$ cat config.mk
export PLATFORM = sky130hd
export DESIGN_NAME = irq_req_latch
export DESIGN_NICKNAME = d
export VERILOG_FILES = /design/src/rtl/irl_pkg.sv /design/src/rtl/irl_mode_reg.sv /design/src/rtl/irl_line_cell.sv /design/src/rtl/irq_req_latch.sv
export SDC_FILE = /design/constraint.sdc
export NUM_CORES = 1
export LEC_CHECK = 0
export ABC_AREA = 1
export BUFFER_PORTS_ARGS = -buffer_cell sky130_fd_sc_hd__buf_2
export CORE_MARGIN = 2
export CORE_UTILIZATION = 40
export DETAILED_ROUTE_END_ITERATION = 12
export PLACE_DENSITY = 0.73
export SLEW_MARGIN = 15
export SYNTH_ARGS = -nofsm -noshare
export SYNTH_HDL_FRONTEND = slang
export SYNTH_HIERARCHICAL = 1
export SYNTH_SLANG_ARGS = --single-unit
$ cat constraint.sdc
create_clock -name clk -period 0.8 [get_ports clk]
set_input_delay 0.04 -clock clk [delete_from_list [all_inputs] [get_ports clk]]
set_output_delay 0.04 -clock clk [all_outputs]
set_load 0.005 [all_outputs]
$ cat src/rtl/irl_pkg.sv
package irl_pkg;
    // Line state encoding: {last sampled level, request}
    typedef enum logic [1:0] {
        LN_IDLE   = 2'b00,
        LN_PEND   = 2'b01,
        LN_HELD   = 2'b10,
        LN_ACTIVE = 2'b11
    } line_state_e;
endpackage

$ cat src/rtl/irl_mode_reg.sv
module irl_mode_reg #(
    parameter int          LINES   = 8,
    parameter logic [LINES-1:0] WR_MASK = 8'hF8
) (
    input  logic             clk,
    input  logic             rst,
    input  logic             we,
    input  logic [LINES-1:0] wdata,
    output logic [LINES-1:0] mode_o
);
    logic [LINES-1:0] mode_q;

    always_ff @(posedge clk) begin
        if (rst)
            mode_q <= '0;
        else if (we)
            mode_q <= wdata & WR_MASK;
    end

    always_comb mode_o = mode_q;

    AST_MODE_WRITE: assert property (@(posedge clk) disable iff (rst)
        we |=> mode_o == ($past(wdata) & WR_MASK));
    AST_MODE_HOLD: assert property (@(posedge clk) disable iff (rst)
        !we |=> $stable(mode_o));
endmodule

$ cat src/rtl/irl_line_cell.sv
module irl_line_cell
    import irl_pkg::*;
(
    input  logic clk,
    input  logic rst,
    input  logic lvl_i,
    input  logic in_i,
    input  logic clr_i,
    output logic pend_o
);
    line_state_e st, nxt;
    logic        hist;

    // State register
    always_ff @(posedge clk) begin
        if (rst)
            st <= LN_IDLE;
        else
            st <= nxt;
    end

    // Transition logic
    always_comb begin
        nxt = st;
        if (lvl_i) begin
            nxt = in_i ? LN_ACTIVE : LN_IDLE;
        end else begin
            unique case (st)
                LN_IDLE:   nxt = in_i ? LN_ACTIVE : LN_IDLE;
                LN_PEND:   nxt = in_i ? LN_ACTIVE : (clr_i ? LN_IDLE : LN_PEND);
                LN_HELD:   nxt = in_i ? LN_HELD : LN_IDLE;
                LN_ACTIVE: begin
                    if (in_i) nxt = clr_i ? LN_HELD : LN_ACTIVE;
                    else      nxt = clr_i ? LN_IDLE : LN_PEND;
                end
            endcase
        end
    end

    // Outputs
    always_comb begin
        pend_o = (st == LN_PEND) || (st == LN_ACTIVE);
        hist   = (st == LN_HELD) || (st == LN_ACTIVE);
    end

    AST_LVL_FOLLOW: assert property (@(posedge clk) disable iff (rst)
        lvl_i |=> pend_o == $past(in_i));
    AST_EDGE_RISE: assert property (@(posedge clk) disable iff (rst)
        (!lvl_i && in_i && !hist) |=> pend_o);
    AST_EDGE_KEEP: assert property (@(posedge clk) disable iff (rst)
        (!lvl_i && !in_i && pend_o && !clr_i) |=> pend_o);
    AST_NO_RETRIG: assert property (@(posedge clk) disable iff (rst)
        (!lvl_i && in_i && hist && !pend_o) |=> !pend_o);
    AST_EDGE_ACK: assert property (@(posedge clk) disable iff (rst)
        (!lvl_i && clr_i && !(in_i && !hist)) |=> !pend_o);
    AST_LVL_ACK_IGNORED: assert property (@(posedge clk) disable iff (rst)
        (lvl_i && clr_i && in_i) |=> pend_o);
endmodule

$ cat src/rtl/irq_req_latch.sv
module irq_req_latch #(
    parameter int               LINES   = 8,
    parameter logic [LINES-1:0] WR_MASK = 8'hF8
) (
    input  logic             clk,
    input  logic             rst,
    input  logic [LINES-1:0] line_in,
    input  logic [LINES-1:0] ack_clr,
    input  logic             trig_we,
    input  logic [LINES-1:0] trig_wdata,
    output logic [LINES-1:0] trig_mode,
    output logic [LINES-1:0] pend
);
    logic [LINES-1:0] mode_w;

    irl_mode_reg #(.LINES(LINES), .WR_MASK(WR_MASK)) u_mode (
        .clk    (clk),
        .rst    (rst),
        .we     (trig_we),
        .wdata  (trig_wdata),
        .mode_o (mode_w)
    );

    for (genvar i = 0; i < LINES; i++) begin : g_line
        irl_line_cell u_cell (
            .clk    (clk),
            .rst    (rst),
            .lvl_i  (mode_w[i]),
            .in_i   (line_in[i]),
            .clr_i  (ack_clr[i]),
            .pend_o (pend[i])
        );
    end

    always_comb trig_mode = mode_w;

    AST_RST_CLEARS: assert property (@(posedge clk)
        rst |=> (pend == '0) && (trig_mode == '0));
endmodule

==> metrics.csv, run 1 <==
metric,value,unit
"Cell Count, Final, Fillers Out",220,
H-Tree Depth,1,
most frequent cells in the layout,"nand2_1, buf_2, inv_1, nor2_1, dlygate4sd3_1",
hpwl dp,1.12,mm
drt pass-1 iters,2,
area taken by multi-input logic gates,319,µm²
fin crit period,782,ps
worst r2r src,u_mode/mode_o[6]$_SDFFE_PP0P_,
vias,852,
Fmax achieved,1280,MHz
wire per inst,7.74,µm
Pleak,0.746,nW
"CP delay by family, top",flip-flops,
routability cong.,0.633,
Synth-to-Final Area Change,48.6,%
status,completed,
RSZ-0062 raised after global routing,yes,
"most common cell after layout, fill and taps aside",nand2_1,
post-synthesis sequential area ratio,46.4,%
CP startpoint kind,flop,
crit-path max cell delay,340,ps
"critical path fanouts, max",2,
Mapped Area,906,µm²
"Arr. time, crit path",740,ps
Skew-Pair Late Insertion Delay,280,ps
vias in the first global route,733,
fillers,205,
setup ws final,18.4,ps
via/cell ratio,3.87,
worst path buffer plus inverter count,1,
CTS Buf Count,3,
PortBufs,36,
Slew Limit Fails,0,
Sequential cell area,437,µm²
Die W,51.6,µm
largest net degree at the start of global routing,18,
die height,51.6,µm
Cells after Synth,140,
clock transition at the registers of the reported paths,110,ps
Reg2Reg Depth,5,
yosys warns,6,
CTS tree,yes,
R2R setup slack,50,ps
pre-CTS setup slack,148,ps
slowest CP cell,dfxtp_2,
CP Data Required Time,760,ps
Cell Rows,17,
CP endpoint,trig_mode[6],
clock buffer depth,2,
drt drc,0,
Setup Viol. Count Final,0,
Crit. End Element,output pin,
TritonCTS Sinks,21,
initial core utilization,41.8,%
I/O Pins,43,
Total Routing Usage GR,14.3,%
Worst R2R End,g_line[6].u_cell/st[0]$_SDFF_PP0_,
Setup Skew,0.423,ps
WL final,1.70,mm
maximum vdd drop,1.02,mV
DRT iter0 DRCs,8,
first-pass GRT wire length,2.88,mm
stages on the worst setup path,1,
Finished Core Util,62.1,%
Root Buffer,clkbuf_4,
placed cell count,195,
layout cells sized above 1,35.4,%
synth unique cells,9,
Die Area,2660,µm²
finished layout cell area,1350,µm²
Pwr Density,1500,nW/µm²
CP Cell Sequence,buf_2,
Synth Area per Inst,6.47,µm²
final worst-path cycle share,97.7,%
crit path kind,flop to output pin,
initial antenna violation count,0,
worst hold-check slack,27.9,ps
Placed Area,1080,µm²
final antenna diode count,0,
Core Area,2170,µm²
crit path from,u_mode/mode_o[6]$_SDFFE_PP0P_,
"antenna viol nets, final",0,
GR Overflow Total,0,
Hold Path Class,input pin to flop,
max-cap check violation count,0,
final net count,220,
final hold violations,0,
Yosys reg bits,21,
through the flow:
| step | power [mW] | setup TNS (ps) |
|---|---|---|
| global route | 2.18 | -318 |
| detailed placement | 1.46 | 0 |
| global placement | 1.45 | 0 |
| CTS | 2.04 | -0.159 |
| floorplan | 1.34 | 0 |
| finish | 2.02 | 0 |
metal layers:
metal	vias up	global-route usage (%)	routed length (µm)
met5	-	0	0
met4	0	2.63	0
met3	0	3.45	102
met2	29	26.3	810
met1	337	16.9	790
li1	486	-	-
flip-flops by register name, summed over array words and instances, names as in the netlist:
signal and cells:
u_mode/mode_o 5, g_line.u_cell/st 16
timing repair:
item,CTS,global route
hold buffers,16,0
setup endpoints to repair,7,16
endpoints found under the hold margin,16,0
pin swaps,0,2
buffers inserted,5,0
gates cloned,0,0
resized for setup,7,11
how the worst min path moves through the flow:
| stage | to | depth (start not counted) | start |
|---|---|---|---|
| finish | u_mode/mode_o[5]$_SDFFE_PP0P_ | 5 | trig_wdata[5] |
| CTS | u_mode/mode_o[5]$_SDFFE_PP0P_ | 5 | trig_wdata[5] |
| global route | u_mode/mode_o[5]$_SDFFE_PP0P_ | 5 | trig_wdata[5] |
| detailed placement | g_line[7].u_cell/st[1]$_SDFF_PP0_ | 3 | line_in[7] |
| global placement | g_line[5].u_cell/st[1]$_SDFF_PP0_ | 3 | line_in[5] |
| floorplan | g_line[0].u_cell/st[1]$_SDFF_PP0_ | 1 | rst |
synth_stat cells:
cell	instances	area [µm²]
conb_1	1	3.75
clkbuf_1	8	30.0
nor2_1	26	97.6
buf_6	1	11.3
inv_1	30	113
nor2_2	8	50.1
nand2_1	42	158
buf_4	3	22.5
dfxtp_1	21	420
where the power goes:
group,internal (mW),switching (mW)
registers,1.12,0.0292
logic,0.222,0.170
clock network,0.193,0.285
final cells by class:
type / count / area share (%)
Clock buffer: 4 / 1.95
Inverter: 30 / 8.36
Multi-Input combinational cell: 79 / 23.7
Sequential cell: 21 / 32.4
Tap cell: 28 / 2.60
Timing Repair Buffer: 58 / 30.9
logic make-up after synthesis:
logic type / share of synthesized area (%)
buffers and inverters: 19.5
flip-flops: 46.4
other: 0.414
AND/OR/NAND/NOR: 33.7
(Power assumes the default switching activity.)
==> run 2: changes to the inputs <==
--- a/config.mk
+++ b/config.mk
@@ -6,13 +6,11 @@
 export NUM_CORES = 1
 export LEC_CHECK = 0
 export ABC_AREA = 1
-export BUFFER_PORTS_ARGS = -buffer_cell sky130_fd_sc_hd__buf_2
-export CORE_MARGIN = 2
-export CORE_UTILIZATION = 40
+export BUFFER_PORTS_ARGS = -buffer_cell sky130_fd_sc_hd__clkbuf_2
+export CORE_UTILIZATION = 41
 export DETAILED_ROUTE_END_ITERATION = 12
-export PLACE_DENSITY = 0.73
+export PLACE_DENSITY = 0.74
 export SLEW_MARGIN = 15
 export SYNTH_ARGS = -nofsm -noshare
 export SYNTH_HDL_FRONTEND = slang
-export SYNTH_HIERARCHICAL = 1
 export SYNTH_SLANG_ARGS = --single-unit
==> run 2 against run 1 <==
Effect of this change: cell area is 0.65% lower; fmax is 3.3% lower; clock skew is 5.2 ps higher; area after synthesis is 5.9% higher; core utilization is 1.6 points lower; register-to-register slack hardly changed; combinational power hardly changed; critical endpoint is now trig_mode[3]; cell count is 7.3% lower; routed wire length is 10% higher; the flow now finishes with violations (negative setup slack); hold slack better by 45 ps; setup slack worse by 26 ps; largest cell class is now non-clock buffers; count of clock-buffer cells in the layout stayed put.
==> metrics.csv, run 2 <==
metric,value,unit
status,finished with violations,
failing checks,negative setup slack,
via/cell ratio,4.07,
CTS tree,yes,
Slew Limit Fails,0,
fin crit period,808,ps
final hold violations,0,
most common cell in the synthesized netlist,nand2_1,
largest area contributor in the synthesized netlist,dfxtp_1,
largest cells by area after synthesis,"dfxtp_1, buf_4, nand2_1",
Synth Area per Inst,7.27,µm²
routability cong.,0.644,
CP startpoint kind,flop,
initial core utilization,43.4,%
top-area cell type share of the netlist area,43.8,%
final antenna diode count,0,
Cell Rows,17,
WL final,1.88,mm
"most common cell after layout, fill and taps aside",clkbuf_2,
worst hold-check slack,72.9,ps
Core Area,2210,µm²
"Cell Count, Final, Fillers Out",204,
PortBufs,36,
final worst-path cycle share,101,%
yosys warns,0,
vias in the first global route,898,
Yosys reg bits,21,
GR Overflow Total,0,
Pleak,0.711,nW
drt pass-1 iters,4,
Total Routing Usage GR,17.4,%
max-cap check violation count,0,
Setup Viol. Count Final,3,
"EDFF count, synth",0,
Fmax achieved,1240,MHz
crit-path max cell delay,370,ps
largest net degree at the start of global routing,12,
synth unique cells,11,
synth cell count leaders,"nand2_1, inv_1, nor2_1, dfxtp_1, buf_4",
CP Data Required Time,760,ps
post-synthesis sequential area ratio,43.8,%
Hold Path Class,input pin to flop,
drt drc,0,
Mapped Area,960,µm²
TritonCTS Sinks,21,
layout cells sized above 1,38.1,%
Die W,50.4,µm
placed cell count,175,
Setup Skew,5.62,ps
hpwl dp,1.23,mm
async set-or-reset flop fraction in the synthesized netlist,0,%
wire per inst,9.20,µm
first-pass GRT wire length,3.35,mm
Root Buffer,clkbuf_4,
Die Area,2540,µm²
"Top FF cell, synth",dfxtp_1,
"Arr. time, crit path",770,ps
RSZ-0062 raised after global routing,yes,
Pwr Density,1520,nW/µm²
"antenna viol nets, final",0,
H-Tree Depth,1,
"CP delay by family, top",flip-flops,
Skew-Pair Late Insertion Delay,290,ps
initial antenna violation count,0,
CTS Buf Count,3,
clock transition at the registers of the reported paths,100,ps
crit path kind,flop to output pin,
register with the most flip-flops,g_line.u_cell.st,
Synth-to-Final Area Change,39.4,%
Cells after Synth,132,
vias,831,
CP Cell Sequence,clkbuf_2,
I/O Pins,43,
max FFs per register,16,
Crit. End Element,output pin,
setup ws final,-7.99,ps
slowest CP cell,dfxtp_2,
DRT iter0 DRCs,14,
most frequent cells in the layout,"clkbuf_2, nand2_1, inv_1, dlygate4sd3_1, nor2_1",
final net count,204,
"critical path fanouts, max",4,
die height,50.4,µm
worst path buffer plus inverter count,1,
maximum vdd drop,0.953,mV
clock buffer depth,2,
[run 2: changes by cell type in the layout (fill, tap and decap cells not counted), moves of 6 or more]
cell,before,now
clkbuf_2,0,36
nor2_2,9,3
inv_1,29,22
buf_2,33,0
nand2_1,42,26
[run 2: final timing paths]
check | startpoint | to | slack, ps | depth (start not counted)
setup / recovery | u_mode.mode_o[3]$_SDFFE_PP0P_ | trig_mode[3] | -8 | 1
hold / removal | trig_we | u_mode.mode_o[4]$_SDFFE_PP0P_ | 70 | 3
setup reg to reg | u_mode.mode_o[7]$_SDFFE_PP0P_ | g_line[7].u_cell.st[0]$_SDFF_PP0_ | 60 | 5
hold reg to reg | g_line[2].u_cell.st[1]$_SDFF_PP0_ | g_line[2].u_cell.st[0]$_SDFF_PP0_ | 470 | 3
[run 2: metal layers]
layer | track usage, % | wire length, µm | up-vias
met5 | 0 | 0 | -
met4 | 6.94 | 12 | 0
met3 | 3.64 | 67 | 2
met2 | 34.7 | 1040 | 22
met1 | 17.1 | 755 | 363
li1 | - | - | 444
[run 2: tightest hold or removal path, stage by stage]
cell and delay [ps]:
clkbuf_2 140, o21ai_1 80, nor2_1 70
[run 2: cell type report]
type	count	area, µm²
Timing Repair Buffer	63	447
Tap cell	28	35.0
Multi-Input combinational cell	65	307
Clock buffer	4	26.3
Inverter	23	86.3
Sequential cell	21	437
Fill cell	209	875
[run 2: where the power goes]
group	leakage, nW	internal [mW]	switching (mW)	total (mW)
clock	0.0150	0.194	0.295	0.488
combinational	0.518	0.222	0.168	0.389
sequential	0.179	1.12	0.0354	1.16
[run 2: cell families after synthesis]
kind of cell | after synthesis | synth area share, %
AO/OA/AOI/OAI | 5 | 2.61
buffers and inverters | 48 | 25.8
other | 1 | 0.391
flip-flops | 21 | 43.8
AND/OR/NAND/NOR | 57 | 27.4
[run 2: repair_timing]
item / CTS / global route
endpoints found under the setup margin: 12 / 18
gates cloned: 0 / 0
buffers inserted: 3 / 1
hold buffers: 21 / 0
hold endpoints to repair: 21 / 0
resized for setup: 12 / 10
pin swaps: 0 / 3
[run 2: per-stage QoR]
step / setup TNS, ps / cell area (µm²) / power [mW] / util, % / worst slack (ps)
after floorplan: 0 / 967 / 1.40 / - / 191
after detailed placement: 0 / 1040 / 1.45 / 46.8 / 137
after global routing: -476 / 1340 / 2.18 / 60.5 / -65.3
final: -14.9 / 1340 / 2.04 / 60.5 / -7.99
after CTS: -56.0 / 1310 / 2.05 / 59.2 / -29.1
after global placement: 0 / 1040 / 1.43 / 46.8 / 164
==> run 3: changes to the inputs <==
--- a/config.mk
+++ b/config.mk
@@ -10,6 +10,7 @@
 export CORE_UTILIZATION = 41
 export DETAILED_ROUTE_END_ITERATION = 12
 export PLACE_DENSITY = 0.74
+export SKIP_CTS_REPAIR_TIMING = 1
 export SLEW_MARGIN = 15
 export SYNTH_ARGS = -nofsm -noshare
 export SYNTH_HDL_FRONTEND = slang
==> run 3 against run 2 <==
Effect of this change: highest routed layer unchanged; the flow finishes with violations (negative hold slack, negative setup slack); non-clock buffer count is 6 lower; first-iteration DRC count did not move; clock skew is 1.4 ps higher; cell count shrank 2.9%.
==> metrics.csv, run 3 (same netlist as run 2, synthesis figures left out) <==
metric,value,unit
DRT iter0 DRCs,14,
max FFs per register,16,
via/cell ratio,4.02,
failing checks,"negative hold slack, negative setup slack",
largest net degree at the start of global routing,12,
"Arr. time, crit path",770,ps
most frequent cells in the layout,"clkbuf_2, nand2_1, nor2_1, inv_1, dlygate4sd3_1",
sequential power share,58.0,%
Psw,0.492,mW
Clk network pwr share,24.7,%
worst path buffer plus inverter count,1,
Crit. End Element,output pin,
Root Buffer,clkbuf_4,
maximum vdd drop,0.939,mV
drt drc,0,
Core Area,2210,µm²
"critical path fanouts, max",4,
hpwl dp,1.23,mm
Die Area,2540,µm²
Worst Hold End,g_line[6].u_cell.st[0]$_SDFF_PP0_,
CP Data Required Time,760,ps
final antenna diode count,0,
Hold Crit Start,ack_clr[6],
Worst R2R End,g_line[4].u_cell.st[0]$_SDFF_PP0_,
worst hold-check slack,-28.9,ps
clock transition at the registers of the reported paths,110,ps
vias,795,
R2R setup slack,60,ps
crit path kind,flop to output pin,
Fmax achieved,1230,MHz
register with the most flip-flops,g_line.u_cell.st,
Setup Viol. Count Final,4,
final worst-path cycle share,101,%
Cell Rows,17,
Pleak,0.681,nW
fin crit period,811,ps
wire per inst,9.14,µm
Pwr Density,1590,nW/µm²
CTS tree,yes,
Hold Path Class,input pin to flop,
TritonCTS Sinks,21,
CTS Buf Count,3,
Total Routing Usage GR,14.7,%
status,finished with violations,
CP startpoint kind,flop,
clock buffer depth,2,
Synth-to-Final Area Change,31.7,%
Placed Area,1040,µm²
final net count,198,
hold path depth,4,
Reg2Reg Depth,5,
Skew-Pair Late Insertion Delay,290,ps
Slew Limit Fails,0,
switch share,24.5,%
power share of the combinational group,17.3,%
crit-path max cell delay,360,ps
RSZ-0062 raised after global routing,yes,
routability cong.,0.644,
vias in the first global route,717,
layout cells sized above 1,36.5,%
max-cap check violation count,0,
I/O Pins,43,
"CP delay by family, top",flip-flops,
die height,50.4,µm
first-pass GRT wire length,2.80,mm
setup ws final,-10.5,ps
PortBufs,36,
CP Cell Sequence,clkbuf_2,
"antenna viol nets, final",0,
"most common cell after layout, fill and taps aside",clkbuf_2,
final hold violations,3,
initial core utilization,43.4,%
GR Overflow Total,0,
H-Tree Depth,1,
Final Power,2.00,mW
Setup Skew,7.00,ps
finished layout cell area,1260,µm²
worst r2r src,u_mode.mode_o[4]$_SDFFE_PP0P_,
WL final,1.81,mm
Pint,1.51,mW
slowest CP cell,dfxtp_2,
drt pass-1 iters,4,
Die W,50.4,µm
initial antenna violation count,0,
## run 3: cell types whose count changed in the layout (fill, tap and decap cells not counted)
| cell | before | now |
|---|---|---|
| nor2_1 | 20 | 23 |
| buf_4 | 3 | 4 |
| dlygate4sd3_1 | 21 | 17 |
| buf_6 | 3 | 0 |
| o21ai_0 | 3 | 4 |
| nor2_2 | 3 | 0 |
| o21ai_1 | 2 | 1 |
## run 3: worst max-delay path by stage
stage                             startpoint                           endpoint  depth (start not counted)
4_1_cts        u_mode.mode_o[4]$_SDFFE_PP0P_                       trig_mode[4]                          1
3_3_place_gp   u_mode.mode_o[3]$_SDFFE_PP0P_      u_mode.mode_o[3]$_SDFFE_PP0P_                          2
6_report       u_mode.mode_o[7]$_SDFFE_PP0P_                       trig_mode[7]                          1
2_1_floorplan  u_mode.mode_o[3]$_SDFFE_PP0P_      u_mode.mode_o[3]$_SDFFE_PP0P_                          2
3_5_place_dp                             rst  g_line[5].u_cell.st[0]$_SDFF_PP0_                          5
5_1_grt        u_mode.mode_o[6]$_SDFFE_PP0P_                       trig_mode[6]                          1
## run 3: cell type report
cell class | instances | area [µm²]
multi-input cells | 65 | 299
fillers | 223 | 948
well taps | 28 | 35.0
inverters | 23 | 86.3
flip-flops and latches | 21 | 437
repair buffers | 57 | 380
clock buffers | 4 | 26.3
## run 3: layer usage
metal  track usage, %  part of all wire (%)  vias to the layer above
li1                 -                     -                      431
met1             16.1                    41                      340
met2             26.2                    53                       22
met3             3.64                   4.5                        2
met4             6.94                  0.66                        0
met5                0                     0                        -
## run 3: metrics by stage
step	setup TNS [ps]	hold WS [ps]	util, %	cells	setup slack, ps
floorplan	0	123	-	134	191
global placement	0	249	46.8	175	164
detailed placement	0	251	46.8	175	137
CTS	-462	-81.1	48.0	179	-82.1
global route	-495	1.77	57.1	198	-65.6
finish	-30.4	-28.9	57.1	198	-10.5
## run 3: tightest hold or removal path: cells and delay by family
kind | cells | cell delay, ps
buf+inv | 1 | 70
simple gates | 3 | 130
## run 3: power groups by stage
stage / combinational, mW / clock (mW) / sequential (mW)
final: 0.347 / 0.495 / 1.16
after global routing: 0.392 / 0.573 / 1.17
after CTS: 0.270 / 0.523 / 1.16
after detailed placement: 0.267 / 0 / 1.18
after global placement: 0.258 / 0 / 1.17
after floorplan: 0.233 / 0 / 1.17
